[src/rtl/lpc_pkg.sv]
package lpc_pkg;

  localparam logic [3:0] START_FW_READ = 4'b1101;
  localparam logic [3:0] SIZE_ONE_BYTE = 4'b0000;
  localparam logic [3:0] SYNC_READY    = 4'b0000;
  localparam logic [3:0] NIB_ONES      = 4'b1111;

  typedef enum logic [3:0] {
    ST_IDLE,
    ST_IDSEL,
    ST_ADDR,
    ST_SIZE,
    ST_TAR0,
    ST_TAR1,
    ST_SYNC,
    ST_DLO,
    ST_DHI,
    ST_TEND
  } cycState_e;

  typedef enum logic [1:0] {
    OUT_ONES,
    OUT_SYNC,
    OUT_LO,
    OUT_HI
  } outSel_e;

  typedef struct packed {
    logic    addrShift;
    logic    dataCapture;
    logic    drive;
    outSel_e sel;
  } dpStrobe_t;

endpackage

[src/rtl/lpc_ctrl.sv]
module lpc_ctrl
  import lpc_pkg::*;
#(
  parameter int ADDR_W = 28
) (
  input  logic       clk,
  input  logic       rstN,
  input  logic       frameN,
  input  logic [3:0] ladIn,
  input  logic [3:0] idStrap,
  output logic       memRdEn,
  output dpStrobe_t  strobe
);

  localparam int NIB   = ADDR_W / 4;
  localparam int CNT_W = (NIB > 1) ? $clog2(NIB) : 1;
  localparam logic [CNT_W-1:0] LAST_NIB = CNT_W'(NIB - 1);

  cycState_e        state;
  logic [CNT_W-1:0] nibCnt;

  always_ff @(posedge clk) begin
    if (!rstN) begin
      state  <= ST_IDLE;
      nibCnt <= '0;
    end else if (!frameN) begin
      state  <= (ladIn == START_FW_READ) ? ST_IDSEL : ST_IDLE;
      nibCnt <= '0;
    end else begin
      case (state)
        ST_IDLE:  state <= ST_IDLE;
        ST_IDSEL: begin
          state  <= (ladIn == idStrap) ? ST_ADDR : ST_IDLE;
          nibCnt <= '0;
        end
        ST_ADDR: begin
          if (nibCnt == LAST_NIB) state <= ST_SIZE;
          else                    nibCnt <= nibCnt + 1'b1;
        end
        ST_SIZE:  state <= (ladIn == SIZE_ONE_BYTE) ? ST_TAR0 : ST_IDLE;
        ST_TAR0:  state <= ST_TAR1;
        ST_TAR1:  state <= ST_SYNC;
        ST_SYNC:  state <= ST_DLO;
        ST_DLO:   state <= ST_DHI;
        ST_DHI:   state <= ST_TEND;
        ST_TEND:  state <= ST_IDLE;
        default:  state <= ST_IDLE;
      endcase
    end
  end

  always_comb begin
    strobe.addrShift   = frameN && (state == ST_ADDR);
    strobe.dataCapture = (state == ST_TAR0);
    strobe.drive       = 1'b0;
    strobe.sel         = OUT_ONES;
    case (state)
      ST_TAR1: begin strobe.drive = 1'b1; strobe.sel = OUT_ONES; end
      ST_SYNC: begin strobe.drive = 1'b1; strobe.sel = OUT_SYNC; end
      ST_DLO:  begin strobe.drive = 1'b1; strobe.sel = OUT_LO;   end
      ST_DHI:  begin strobe.drive = 1'b1; strobe.sel = OUT_HI;   end
      ST_TEND: begin strobe.drive = 1'b1; strobe.sel = OUT_ONES; end
      default: begin strobe.drive = 1'b0; strobe.sel = OUT_ONES; end
    endcase
    memRdEn = (state == ST_SIZE);
  end


  mem_single_chk: assert property (@(posedge clk) disable iff (!rstN)
    memRdEn |=> !memRdEn);


  tar_gap_chk: assert property (@(posedge clk) disable iff (!rstN)
    $rose(strobe.drive) |-> $past(memRdEn, 2));


  abort_release_chk: assert property (@(posedge clk) disable iff (!rstN)
    !frameN |=> !strobe.drive);

endmodule

[src/rtl/lpc_dpath.sv]
module lpc_dpath
  import lpc_pkg::*;
#(
  parameter int ADDR_W = 28
) (
  input  logic              clk,
  input  logic              rstN,
  input  logic              frameN,
  input  logic [3:0]        ladIn,
  input  dpStrobe_t         strobe,
  input  logic [7:0]        memRdData,
  output logic [ADDR_W-1:0] addrReg,
  output logic [3:0]        ladOut,
  output logic              ladOe
);

  logic [7:0] dataReg;

  always_ff @(posedge clk) begin
    if (!rstN) begin
      addrReg <= '0;
      dataReg <= '0;
    end else begin
      if (strobe.addrShift)   addrReg <= {addrReg[ADDR_W-5:0], ladIn};
      if (strobe.dataCapture) dataReg <= memRdData;
    end
  end

  always_comb begin
    case (strobe.sel)
      OUT_SYNC: ladOut = SYNC_READY;
      OUT_LO:   ladOut = dataReg[3:0];
      OUT_HI:   ladOut = dataReg[7:4];
      default:  ladOut = NIB_ONES;
    endcase
    ladOe = strobe.drive;
  end


  sync_zero_chk: assert property (@(posedge clk) disable iff (!rstN)
    (ladOe && $past(ladOe) && !$past(ladOe, 2)) |-> (ladOut == SYNC_READY));


  tail_ones_chk: assert property (@(posedge clk) disable iff (!rstN)
    ($fell(ladOe) && $past(frameN)) |-> ($past(ladOut) == NIB_ONES));

endmodule

[src/rtl/lpc_fw_read_target.sv]
module lpc_fw_read_target
  import lpc_pkg::*;
#(
  parameter int ADDR_W = 28
) (
  input  logic              clk,
  input  logic              rstN,
  input  logic              frameN,
  input  logic [3:0]        ladIn,
  output logic [3:0]        ladOut,
  output logic              ladOe,
  input  logic [3:0]        idStrap,
  output logic              memRdEn,
  output logic [ADDR_W-1:0] memAddr,
  input  logic [7:0]        memRdData
);

  dpStrobe_t strobe;

  lpc_ctrl #(.ADDR_W(ADDR_W)) uCtrl (
    .clk     (clk),
    .rstN    (rstN),
    .frameN  (frameN),
    .ladIn   (ladIn),
    .idStrap (idStrap),
    .memRdEn (memRdEn),
    .strobe  (strobe)
  );

  lpc_dpath #(.ADDR_W(ADDR_W)) uDpath (
    .clk       (clk),
    .rstN      (rstN),
    .frameN    (frameN),
    .ladIn     (ladIn),
    .strobe    (strobe),
    .memRdData (memRdData),
    .addrReg   (memAddr),
    .ladOut    (ladOut),
    .ladOe     (ladOe)
  );


  reset_quiet_chk: assert property (@(posedge clk)
    !rstN |=> (!ladOe && !memRdEn));

endmodule

[config.mk]
export PLATFORM = sky130hd
export DESIGN_NAME = lpc_fw_read_target
export DESIGN_NICKNAME = d
export VERILOG_FILES = /design/src/rtl/lpc_pkg.sv /design/src/rtl/lpc_ctrl.sv /design/src/rtl/lpc_dpath.sv /design/src/rtl/lpc_fw_read_target.sv
export SDC_FILE = /design/constraint.sdc
export NUM_CORES = 1
export LEC_CHECK = 0
export BUFFER_PORTS_ARGS = -buffer_cell sky130_fd_sc_hd__buf_2
export CAP_MARGIN = 15
export CELL_PAD_IN_SITES_DETAIL_PLACEMENT = 0
export CELL_PAD_IN_SITES_GLOBAL_PLACEMENT = 1
export CORE_MARGIN = 3
export CORE_UTILIZATION = 39
export DETAILED_ROUTE_END_ITERATION = 10
export HOLD_SLACK_MARGIN = 0.12
export PLACE_DENSITY = 0.79
export SYNTH_ARGS = -nofsm -noshare
export SYNTH_HDL_FRONTEND = slang
export SYNTH_SLANG_ARGS = --single-unit
[constraint.sdc]
create_clock -name clk -period 3.8 [get_ports clk]
set_clock_uncertainty 0.15 [all_clocks]
set_input_delay 0.38 -clock clk [delete_from_list [all_inputs] [get_ports clk]]
set_output_delay 0.38 -clock clk [all_outputs]
set_load 0.1 [all_outputs]
==> reports/summary.txt, run 1 <==
Pin slew with the least headroom to its limit: 0.9695 ns
Worst Setup SP: uCtrl.state[0]$_SDFFE_PN0P_
Total clock sinks: 43
Number of global-route vias before repair: 1,531
Final setup vio count: 0
Synth Register Bits: 43
Total CTS buffers: 5
Share of layout cells above drive strength 1: 22.30%
H-tree lvl count: 2
Detailed-route DRC error count: 0
Post-layout nets: 298
Worst hold start: memRdData[6]
Starting Density: 41.80%
Worst Path Required: 3.27 ns
Initial antenna violation count: 0
Minimum clock period after layout: 2.436 ns
Clock power share: 43.2%
First-pass GRT wire length: 6.893 mm
Cell Area, Synth: 1896 um2
Die Ht: 75.72 um
Critical path launch point type: flip-flop
CTS root buffer: clkbuf_8
FF/Latch Area: 860.8 um2
Area of the multi-input gates: 945.9 um2
Gr usage total: 15.57%
Worst path arrival time: 1.91 ns
Asr flop ratio synth: 0%
Critical Path End Type: output port
Setup tns final: 0 ns
Iteration-0 DRC Markers: 64
Largest net degree at the start of global routing: 39
Slew Limit Headroom: 35.37%
Routed WL: 4.187 mm
WL/cell: 12.21 um
Core box area: 4534 um2
Period utilization: 64.10%
Max incr delay on CP: 0.68 ns
Max Clock Freq: 410.5 MHz
CTS tree: built
Net Sw Frac: 19.88%
Cell-internal power: 0.6788 mW
Combinational power share: 3.6%
Vias post-DR: 1,653
Worst-path clk slew: 0.08 ns
Via-to-Cell Ratio: 4.819
Placer Congestion: 0.7233
DRT antenna net count: 0
Syn. warnings: 0
CP cell instances: nor3_1, nand2_1, nor2_1, a21oi_1, buf_2
IO buf count: 52
Die X: 75.72 um
Slew Limit Fails: 0
I/O pins: 53
Gr ovfl total: 0
Max clock buf depth: 2
Pleak: 0.9109 nW
CP Max Fanout: 15
Mapped Cells: 232
Syn-to-layout area delta: 20.13%
CTS Hold Bufs: 0
Resized cells post-CTS: 0
Buf/Inv on CP: 1
Clock Latency Late Sink: 0.29 ns
Flop pwr share: 53.2%
Switching Power: 0.1684 mW
Post-CTS setup buffer count: 0
Crit path max-delay family: flip-flops
Hold WC Path Type: in2reg
Syn avg cell area: 8.171 um2
EDFF count, synth: 0
Rows: 24
Ant diodes: 0
Full die area: 5733 um2
Worst R2R Start: uCtrl.state[1]$_SDFFE_PN0P_
Fillers: 480
Ys flop type: dfxtp_1
Syn Nets: 253
Max-Cap Viols: 0
Total Power: 0.8472 mW
Max IR drop VDD: 0.2002 mV
Sequential-to-total area share from yosys stat: 45.41%
Distinct cells, synth: 34
RSZ-0062 raised after global routing: no
Crit path kind: reg2out
Power per Cell Area: 372.0 nW/um2
Status: complete, no violations
HPWL Detailed: 2.936 mm
DRT Pass-1 Iters: 4
Final hold violations: 0
Slowest library cell on the worst path: dfxtp_1
cell type report:
class                      count  area share (%)
clock buffer                   6           3.626
tap                           65           3.571
inverter                       3          0.4945
sequential                    43           37.80
timing repair buffer          52           11.43
multi-input combinational    172           41.54
clock inverter                 2           1.538
per-stage QoR:
| stage | cells | setup slack, ns | utilization (%) | area (um2) | hold WS, ns |
|---|---|---|---|---|---|
| finish | 343 | 1.364 | 50.22 | 2277 | 0.1690 |
| global route | 343 | 1.205 | 50.22 | 2277 | 0.1810 |
| CTS | 343 | 1.327 | 50.22 | 2277 | 0.1586 |
| detailed placement | 335 | 1.534 | 47.63 | 2160 | 0.2919 |
| global placement | 335 | 1.581 | 47.63 | 2160 | 0.2922 |
| floorplan | 232 | 0.3853 | - | 1896 | 0.2854 |
power by group through the flow:
stage / combinational [mW] / sequential [mW] / clock, mW
after floorplan: 0.0158 / 0.461 / 0
after global placement: 0.0306 / 0.461 / 0
after detailed placement: 0.0306 / 0.461 / 0
after CTS: 0.0307 / 0.451 / 0.378
after global routing: 0.0340 / 0.451 / 0.395
final: 0.0303 / 0.451 / 0.366
state kept, by name (all words and copies together) (netlist names):
signal          count
uCtrl.state         4
uDpath.addrReg     28
uCtrl.nibCnt        3
uDpath.dataReg      8
Yosys cell counts (2+ instances only):
library cell,instances,area share (%)
buf_6,2,1.2
or3_1,2,0.66
a21boi_1,21,8.3
buf_2,5,1.3
inv_1,3,0.59
nand2b_1,2,0.66
ha_1,2,1.3
dfxtp_1,43,45
xnor2_1,5,2.3
a21boi_0,16,6.3
nand2_1,83,16
nor2_1,10,2.0
o31ai_1,2,0.79
nor2b_1,2,0.66
clkbuf_1,6,1.2
a21oi_1,7,1.8
nor3_1,4,1.1
worst min-delay path: stages:
cell      delay (ns)
buf_2           0.09
nand2_1         0.05
a21boi_1        0.05
cell usage in the layout (no fill, tap or decap), types with 2 or more instances in the layout:
cell type  netlist  routed
nor2_1          10      10
or3_1            2       2
nand2_1         83      83
ha_1             2       2
a21boi_0        16      16
buf_2            5      52
xnor2_1          5       5
clkbuf_8         0       6
nand2b_1         2       2
nor3_1           4       4
a21oi_1          7       7
nor2b_1          2       2
o31ai_1          2       2
inv_1            3       3
dfxtp_1         43      43
a21boi_1        21      21
per-layer routing:
layer / track usage [%] / wire [um]
met5: 0 / 0
met1: 21.42 / 2149
met3: 3.958 / 180
met4: 4.660 / 57
met2: 24.07 / 1800
worst paths after layout:
kind	end	slack, ns	depth (start not counted)
max reg2reg	uDpath.addrReg[6]$_SDFFE_PN0P_	1.55	4
min	uDpath.dataReg[6]$_SDFFE_PN0P_	0.17	3
min reg2reg	uDpath.addrReg[25]$_SDFFE_PN0P_	0.30	2
max	ladOut[0]	1.36	5
logic make-up after synthesis:
group	Yosys count	share of synthesized area, %
adders and majority gates	2	1.320
buffers and inverters	17	4.686
AOI/OAI and AO/OA	53	20.26
xor gates and xnor gates	6	2.772
DFF	43	45.41
and+or+nand+nor	111	25.54
(Power assumes the default switching activity.)
==> run 2, diff against run 1 <==
Settings changed: ABC_AREA from default to 1, CORE_UTILIZATION 39 to 36, PLACE_DENSITY 0.79 to 0.75.
Clock period 3.8 ns to 2.5 ns, I/O delays scaled along.
==> run 2 against run 1 <==
  * Global-route usage increased by 0.12 points
  * Combinational power is 140% higher
  * Design area up 4.3%
  * Highest routed layer unchanged
==> reports/summary.txt, run 2 <==
Status: complete, no violations
Global routing's busiest layer: met2
Period utilization: 90.17%
IO buf count: 52 (unchanged)
Critical Path End: ladOut[3]
Critical path launch point type: flip-flop
Initial antenna violation count: 0 (unchanged)
Max IR drop VDD: 0.3429 mV (+71%)
Pleak: 1.018 nW (+12%)
Detailed-route DRC error count: 0 (unchanged)
Ys flop type: dfxtp_1
Pin slew with the least headroom to its limit: 0.6469 ns (-0.3226 ns)
Met3 usage: 4.875% (+0.92 points)
Worst Setup SP: uCtrl.state[3]$_SDFFE_PN0P_
RSZ-0062 raised after global routing: no
Slew Limit Fails: 0 (unchanged)
Met1 Track Usage GR: 20.93% (-0.49 points)
Fillers: 553 (+15%)
R2R depth: 5 (+1)
Iteration-0 DRC Markers: 56 (-13%)
Distinct cells, synth: 25 (-26%)
Core box area: 4911 um2 (+8.3%)
I/O pins: 53 (unchanged)
Max clock buf depth: 2 (unchanged)
Syn avg cell area: 7.453 um2 (-8.8%)
Post-layout nets: 336 (+13%)
Max Clock Freq: 443.6 MHz
H-tree lvl count: 2 (unchanged)
Full die area: 6209 um2 (+8.3%)
Synth top area cells: dfxtp_1, inv_1, o21ai_0
Synth Register Bits: 43 (unchanged)
Vias post-DR: 1,731 (+4.7%)
First-pass GRT wire length: 7.624 mm (+11%)
Synth cell count leaders: dfxtp_1, inv_1, nand2_1, o21ai_0, a21oi_1
Max-Cap Viols: 0 (unchanged)
Worst Path Required: 2.10 ns (-1.17 ns)
Final hold violations: 0 (unchanged)
Rows: 25 (+4.2%)
Syn-to-layout area delta: 24.52%
Gr ovfl total: 0 (unchanged)
Most common cell after layout, fill and taps aside: buf_2
Cell Area, Synth: 1908 um2 (+0.66%)
Largest register by flop count: uDpath.addrReg
Gr usage total: 15.69% (+0.12 points)
Worst path arrival time: 1.85 ns (-0.06 ns)
Share of layout cells above drive strength 1: 24.13% (+1.8 points)
Synth area leader: dfxtp_1
Commonest non-fill, non-tap cells in the layout: buf_2, inv_1, dfxtp_1
Minimum clock period after layout: 2.254 ns
Die Ht: 78.80 um (+4.1%)
DRT Pass-1 Iters: 4 (unchanged)
Top-area cell type share of the netlist area: 45.11% (-0.30 points)
Worst R2R Start: uCtrl.state[0]$_SDFFE_PN0P_
Mapped Cells: 256 (+10%)
Die X: 78.80 um (+4.1%)
Critical Path End Type: output port
Via-to-Cell Ratio: 4.531 (-6.0%)
Slew Limit Headroom: 56.87% (+22 points)
Placed cell areas: 2183 um2 (+1.1%)
Post-route cell area: 2376 um2 (+4.3%)
CTS root buffer: clkbuf_8
Resized cells post-CTS: 0 (unchanged)
Placer Congestion: 0.7628 (+5.5%)
Power per Cell Area: 538.1 nW/um2 (+45%)
Finished Core Util: 48.38% (-1.8 points)
Placed cell count: 366 (+9.3%)
DRT antenna net count: 0 (unchanged)
Largest register FFs: 28 (unchanged)
Worst R2R End: uDpath.addrReg[4]$_SDFFE_PN0P_
EDFF count, synth: 0 (unchanged)
Hold WC Path Type: in2reg
Number of global-route vias before repair: 1,593 (+4.0%)
Total clock sinks: 43 (unchanged)
FF-to-FF setup slack: 0.89 ns (-0.66 ns)
WL/cell: 11.85 um (-2.9%)
Clock Latency Late Sink: 0.30 ns (about the same)
Total CTS buffers: 5 (unchanged)
Post-CTS setup buffer count: 0 (unchanged)
Worst-path clk slew: 0.08 ns (about the same)
Sequential-to-total area share from yosys stat: 45.11% (-0.30 points)
CP Max Fanout: 6 (-9)
Routed WL: 4.526 mm (+8.1%)
Largest net degree at the start of global routing: 57 (+46%)
Ant diodes: 0 (unchanged)
Setup tns final: 0 ns (unchanged)
HPWL Detailed: 3.120 mm (+6.3%)
Final setup vio count: 0 (unchanged)
Starting Density: 38.85% (-3.0 points)
Asr flop ratio synth: 0% (unchanged)
Syn. warnings: 0 (unchanged)
Crit path kind: reg2out
CTS tree: built
Top flop regs: uDpath.addrReg: 28 flops, uDpath.dataReg: 8 flops, uCtrl.state: 4 flops
Syn Nets: 277 (+9.5%)
Fin cells: 382 (+11%)
Met2 usage: 23.77% (-0.30 points)
run 2: cell types whose count changed in the layout (fill, tap and decap cells not counted), moves of 5 or more:
cell / delta
nor2_1: +14
nand2_1: -54
a21boi_1: -21
a21oi_2: +5
inv_1: +40
nand3_1: +16
a21boi_0: -16
o21ai_0: +26
dlygate4sd3_1: +9
a21oi_1: +19
o21ai_1: +10
run 2: kinds of logic (layout without fill, tap and decap cells):
kind of cell               after synthesis  in the layout  share of synthesized area, %
AOI/OAI and AO/OA                       73             73                         20.98
xor gates and xnor gates                 2              2                        0.9182
adders and majority gates                2              2                         1.311
buffers and inverters                   56            115                         13.05
DFF                                     43             43                         45.11
and+or+nand+nor                         80             80                         18.62
run 2: final cells by class:
| cell class | instances | area (um2) | share of cell area (%) |
|---|---|---|---|
| clock buffers | 6 | 72.57 | 3.054 |
| flip-flops and latches | 43 | 860.8 | 36.23 |
| multi-input cells | 157 | 798.3 | 33.60 |
| inverters | 46 | 172.7 | 7.267 |
| repair buffers | 62 | 357.8 | 15.06 |
| clock inverters | 1 | 30.03 | 1.264 |
| well taps | 67 | 83.83 | 3.528 |
run 2: worst min-delay path by stage:
| stage | slack (ns) | endpoint | startpoint | depth (start not counted) |
|---|---|---|---|---|
| after floorplan | 0.22 | uCtrl.state[1]$_SDFFE_PN0P_ | frameN | 2 |
| after global placement | 0.28 | uDpath.addrReg[27]$_SDFFE_PN0P_ | uDpath.addrReg[27]$_SDFFE_PN0P_ | 2 |
| after detailed placement | 0.28 | uDpath.addrReg[24]$_SDFFE_PN0P_ | uDpath.addrReg[24]$_SDFFE_PN0P_ | 2 |
| after CTS | 0.14 | uDpath.addrReg[2]$_SDFFE_PN0P_ | ladIn[2] | 3 |
| after global routing | 0.15 | uDpath.addrReg[3]$_SDFFE_PN0P_ | ladIn[3] | 3 |
| final | 0.15 | uDpath.addrReg[2]$_SDFFE_PN0P_ | ladIn[2] | 3 |
run 2: critical path, stage by stage (launching register included):
cell,delay (ns)
dfxtp_1,0.38
inv_1,0.07
nor2_1,0.30
nand2_1,0.12
o21a_1,0.14
nand2_1,0.13
nand3_1,0.10
buf_2,0.30
run 2: per-stage QoR:
step	hold slack [ns]	setup slack [ns]	total power, mW
3_3_place_gp	0.2813	0.6962	0.7621
2_1_floorplan	0.2204	0.1754	0.7352
3_5_place_dp	0.2829	0.6143	0.7618
4_1_cts	0.1368	0.2830	1.293
6_report	0.1451	0.2458	1.279
5_1_grt	0.1498	0.04167	1.332
run 2: report_power, final:
group | internal [mW] | switching (mW) | total [mW]
Combinational | 0.0315 | 0.0398 | 0.0713
Sequential | 0.685 | 0.000521 | 0.685
Clock | 0.293 | 0.229 | 0.522
run 2: timing repair:
item                                   CTS  global route
endpoints found under the hold margin   10             0
setup endpoints to repair                0             0
hold buffers                             9             0
run 2: metal layers:
layer / share of wire, % / vias to the layer above
met1: 47 / 756
met5: 0 / -
met2: 45 / 39
li1: - / 932
met3: 5.9 / 4
met4: 1.3 / 0
==> run 3, diff against run 2 <==
==> constraint.sdc (replaced) <==
create_clock -name clk -period 2.5 [get_ports clk]
set_clock_uncertainty 0.15 [all_clocks]
set_input_delay 0.5 -clock clk [delete_from_list [all_inputs] [get_ports clk]]
set_output_delay 0.5 -clock clk [all_outputs]
set_load 0.1 [all_outputs]
==> run 3 against run 2 <==
  * Combinational power shrank 16%
  * Non-clock buffer count shrank 8
  * Power grew 7.8%
  * Final cell count shrank 1.8%
  * Sequential share of layout area grew 0.37 points
  * Setup slack lost 0.091 ns
  * Wire length shrank 8.0%
  * Highest routed layer unchanged
  * Critical endpoint unchanged
==> reports/summary.txt, run 3 (synthesized netlist as in run 2, its figures left out) <==
Setup tns final: 0 ns (unchanged)
IO buf count: 52 (unchanged)
Finished Core Util: 47.90% (-0.48 points)
Crit path kind: reg2out
Most numerous cell on the critical path: nand2_1
Worst R2R Start: uCtrl.state[1]$_SDFFE_PN0P_
Slew Limit Fails: 0 (unchanged)
Vias post-DR: 1,651 (-4.6%)
Die Ht: 78.80 um (unchanged)
Worst hold start: uDpath.addrReg[24]$_SDFFE_PN0P_
Switching Power: 0.2724 mW (+1.0%)
Max Clock Freq: 426.4 MHz (-3.9%)
CTS root buffer: clkbuf_8
Fillers: 536 (-3.1%)
Max IR drop VDD: 0.3308 mV (-3.5%)
Most common cell after layout, fill and taps aside: buf_2
Fin cells: 375 (-1.8%)
Detailed-route DRC error count: 0 (unchanged)
Rows: 25 (unchanged)
Total clock sinks: 43 (unchanged)
Cell-internal power: 1.106 mW (+9.6%)
Top flop regs: uDpath.addrReg: 28 flops, uDpath.dataReg: 8 flops, uCtrl.state: 4 flops
Number of global-route vias before repair: 1,537 (-3.5%)
Worst R2R End: uDpath.addrReg[7]$_SDFFE_PN0P_
Iteration-0 DRC Markers: 42 (-25%)
CP cell instances: nor2_2, nand2_1, o21a_1, nand2_1, nand3_1, clkbuf_4
Area of the multi-input gates: 804.5 um2 (+0.78%)
Initial antenna violation count: 0 (unchanged)
Critical path launch point type: flip-flop
R2R depth: 6 (+1)
Fin Hold WS: 0.2918 ns (+0.1466 ns)
WL/cell: 11.11 um (-6.2%)
Largest register FFs: 28 (unchanged)
Worst path arrival time: 1.70 ns (-0.15 ns)
Combinational power share: 4.4% (-1.2 points)
Commonest non-fill, non-tap cells in the layout: buf_2, inv_1, dfxtp_1
Pleak: 1.015 nW (-0.29%)
Hold WC Path Type: reg2reg
DRT Pass-1 Iters: 4 (unchanged)
Net Sw Frac: 19.76% (-1.3 points)
Placer Congestion: 0.7654 (+0.34%)
Die X: 78.80 um (unchanged)
Worst-path clk slew: 0.08 ns (about the same)
Minimum clock period after layout: 2.345 ns (+0.09131 ns)
Max clock buf depth: 2 (unchanged)
RSZ-0062 raised after global routing: no
Max incr delay on CP: 0.38 ns (about the same)
Starting Density: 38.85% (unchanged)
Status: complete, no violations
Slowest library cell on the worst path: dfxtp_1
Flop pwr share: 49.7% (-3.9 points)
Placed cell count: 367 (+0.27%)
WHS Endpoint: uDpath.addrReg[24]$_SDFFE_PN0P_
CP Max Fanout: 7 (+1)
Slew Limit Headroom: 57.89% (+1.0 points)
Largest net degree at the start of global routing: 39 (-32%)
CTS tree: built
HPWL Detailed: 3.051 mm (-2.2%)
Syn-to-layout area delta: 23.28%
Routed WL: 4.166 mm (-8.0%)
Hold path depth: 2 (-1)
CTS Hold Bufs: 0 (-9)
Gr ovfl total: 0 (unchanged)
Total CTS buffers: 5 (unchanged)
Final hold violations: 0 (unchanged)
Worst Path Required: 1.85 ns (-0.25 ns)
Period utilization: 93.82% (+3.7 points)
Resized cells post-CTS: 0 (unchanged)
H-tree lvl count: 2 (unchanged)
Core box area: 4911 um2 (unchanged)
Clock Latency Late Sink: 0.30 ns (about the same)
I/O pins: 53 (unchanged)
FF/Latch Area: 860.8 um2 (unchanged)
Final setup vio count: 0 (unchanged)
Full die area: 6209 um2 (unchanged)
DRT antenna net count: 0 (unchanged)
FF-to-FF setup slack: 0.69 ns (-0.20 ns)
Max-Cap Viols: 0 (unchanged)
Share of layout cells above drive strength 1: 25.97% (+1.8 points)
Pin slew with the least headroom to its limit: 0.6317 ns (-0.01522 ns)
Power per Cell Area: 586.0 nW/um2 (+8.9%)
Via-to-Cell Ratio: 4.403 (-2.8%)
Critical Path End Type: output port
Ant diodes: 0 (unchanged)
Largest register by flop count: uDpath.addrReg
Post-layout nets: 328 (-2.4%)
Clock power share: 45.9% (+5.1 points)
Gr usage total: 14.47% (-1.2 points)
First-pass GRT wire length: 7.134 mm (-6.4%)
Post-CTS setup buffer count: 0 (unchanged)
[run 3: worst max-delay path by stage]
stage | startpoint | end | slack [ns] | depth (start not counted)
4_1_cts | uCtrl.state[3]$_SDFFE_PN0P_ | ladOut[3] | 0.06 | 7
3_3_place_gp | uCtrl.state[3]$_SDFFE_PN0P_ | ladOut[3] | 0.44 | 7
3_5_place_dp | uCtrl.state[3]$_SDFFE_PN0P_ | ladOut[1] | 0.40 | 7
5_1_grt | uCtrl.state[3]$_SDFFE_PN0P_ | ladOut[2] | 0.007 | 7
6_report | uCtrl.state[0]$_SDFFE_PN0P_ | ladOut[3] | 0.15 | 6
2_1_floorplan | uCtrl.state[0]$_SDFFE_PN0P_ | memRdEn | 0.12 | 2
[run 3: critical path: cells and delay by family, from the launching register on]
kind / cells / cell delay, ns
AO/OA/AOI/OAI: 1 / 0.13
buffers and inverters: 1 / 0.28
flip-flops: 1 / 0.38
AND/OR/NAND/NOR: 4 / 0.61
[run 3: per-stage QoR]
stage / setup WS, ns / power, mW / instance area [um2]
3_3_place_gp: 0.4393 / 0.7616 / 2207
3_5_place_dp: 0.3984 / 0.7613 / 2207
4_1_cts: 0.05849 / 1.395 / 2340
6_report: 0.1545 / 1.379 / 2352
2_1_floorplan: 0.1153 / 0.7353 / 1912
5_1_grt: 0.007090 / 1.433 / 2352
[run 3: power by group through the flow]
stage | combinational [mW] | clock (mW) | sequential (mW)
after floorplan | 0.0326 | 0 | 0.703
after global placement | 0.0603 | 0 | 0.701
after detailed placement | 0.0600 | 0 | 0.701
after CTS | 0.0602 | 0.650 | 0.685
after global routing | 0.0692 | 0.678 | 0.685
final | 0.0601 | 0.633 | 0.685
[run 3: metal layers]
metal,track usage [%],wire [um]
met1,18.82,2083
met2,21.90,1732
met3,4.762,268
met4,6.119,80
met5,0,0
[run 3: layout make-up]
type / count / area share, %
Clock buffer: 6 / 3.085
Clock inverter: 2 / 2.553
Inverter: 46 / 7.340
Multi-Input combinational cell: 157 / 34.20
Sequential cell: 43 / 36.60
Tap cell: 67 / 3.564
Timing Repair Buffer: 54 / 12.66
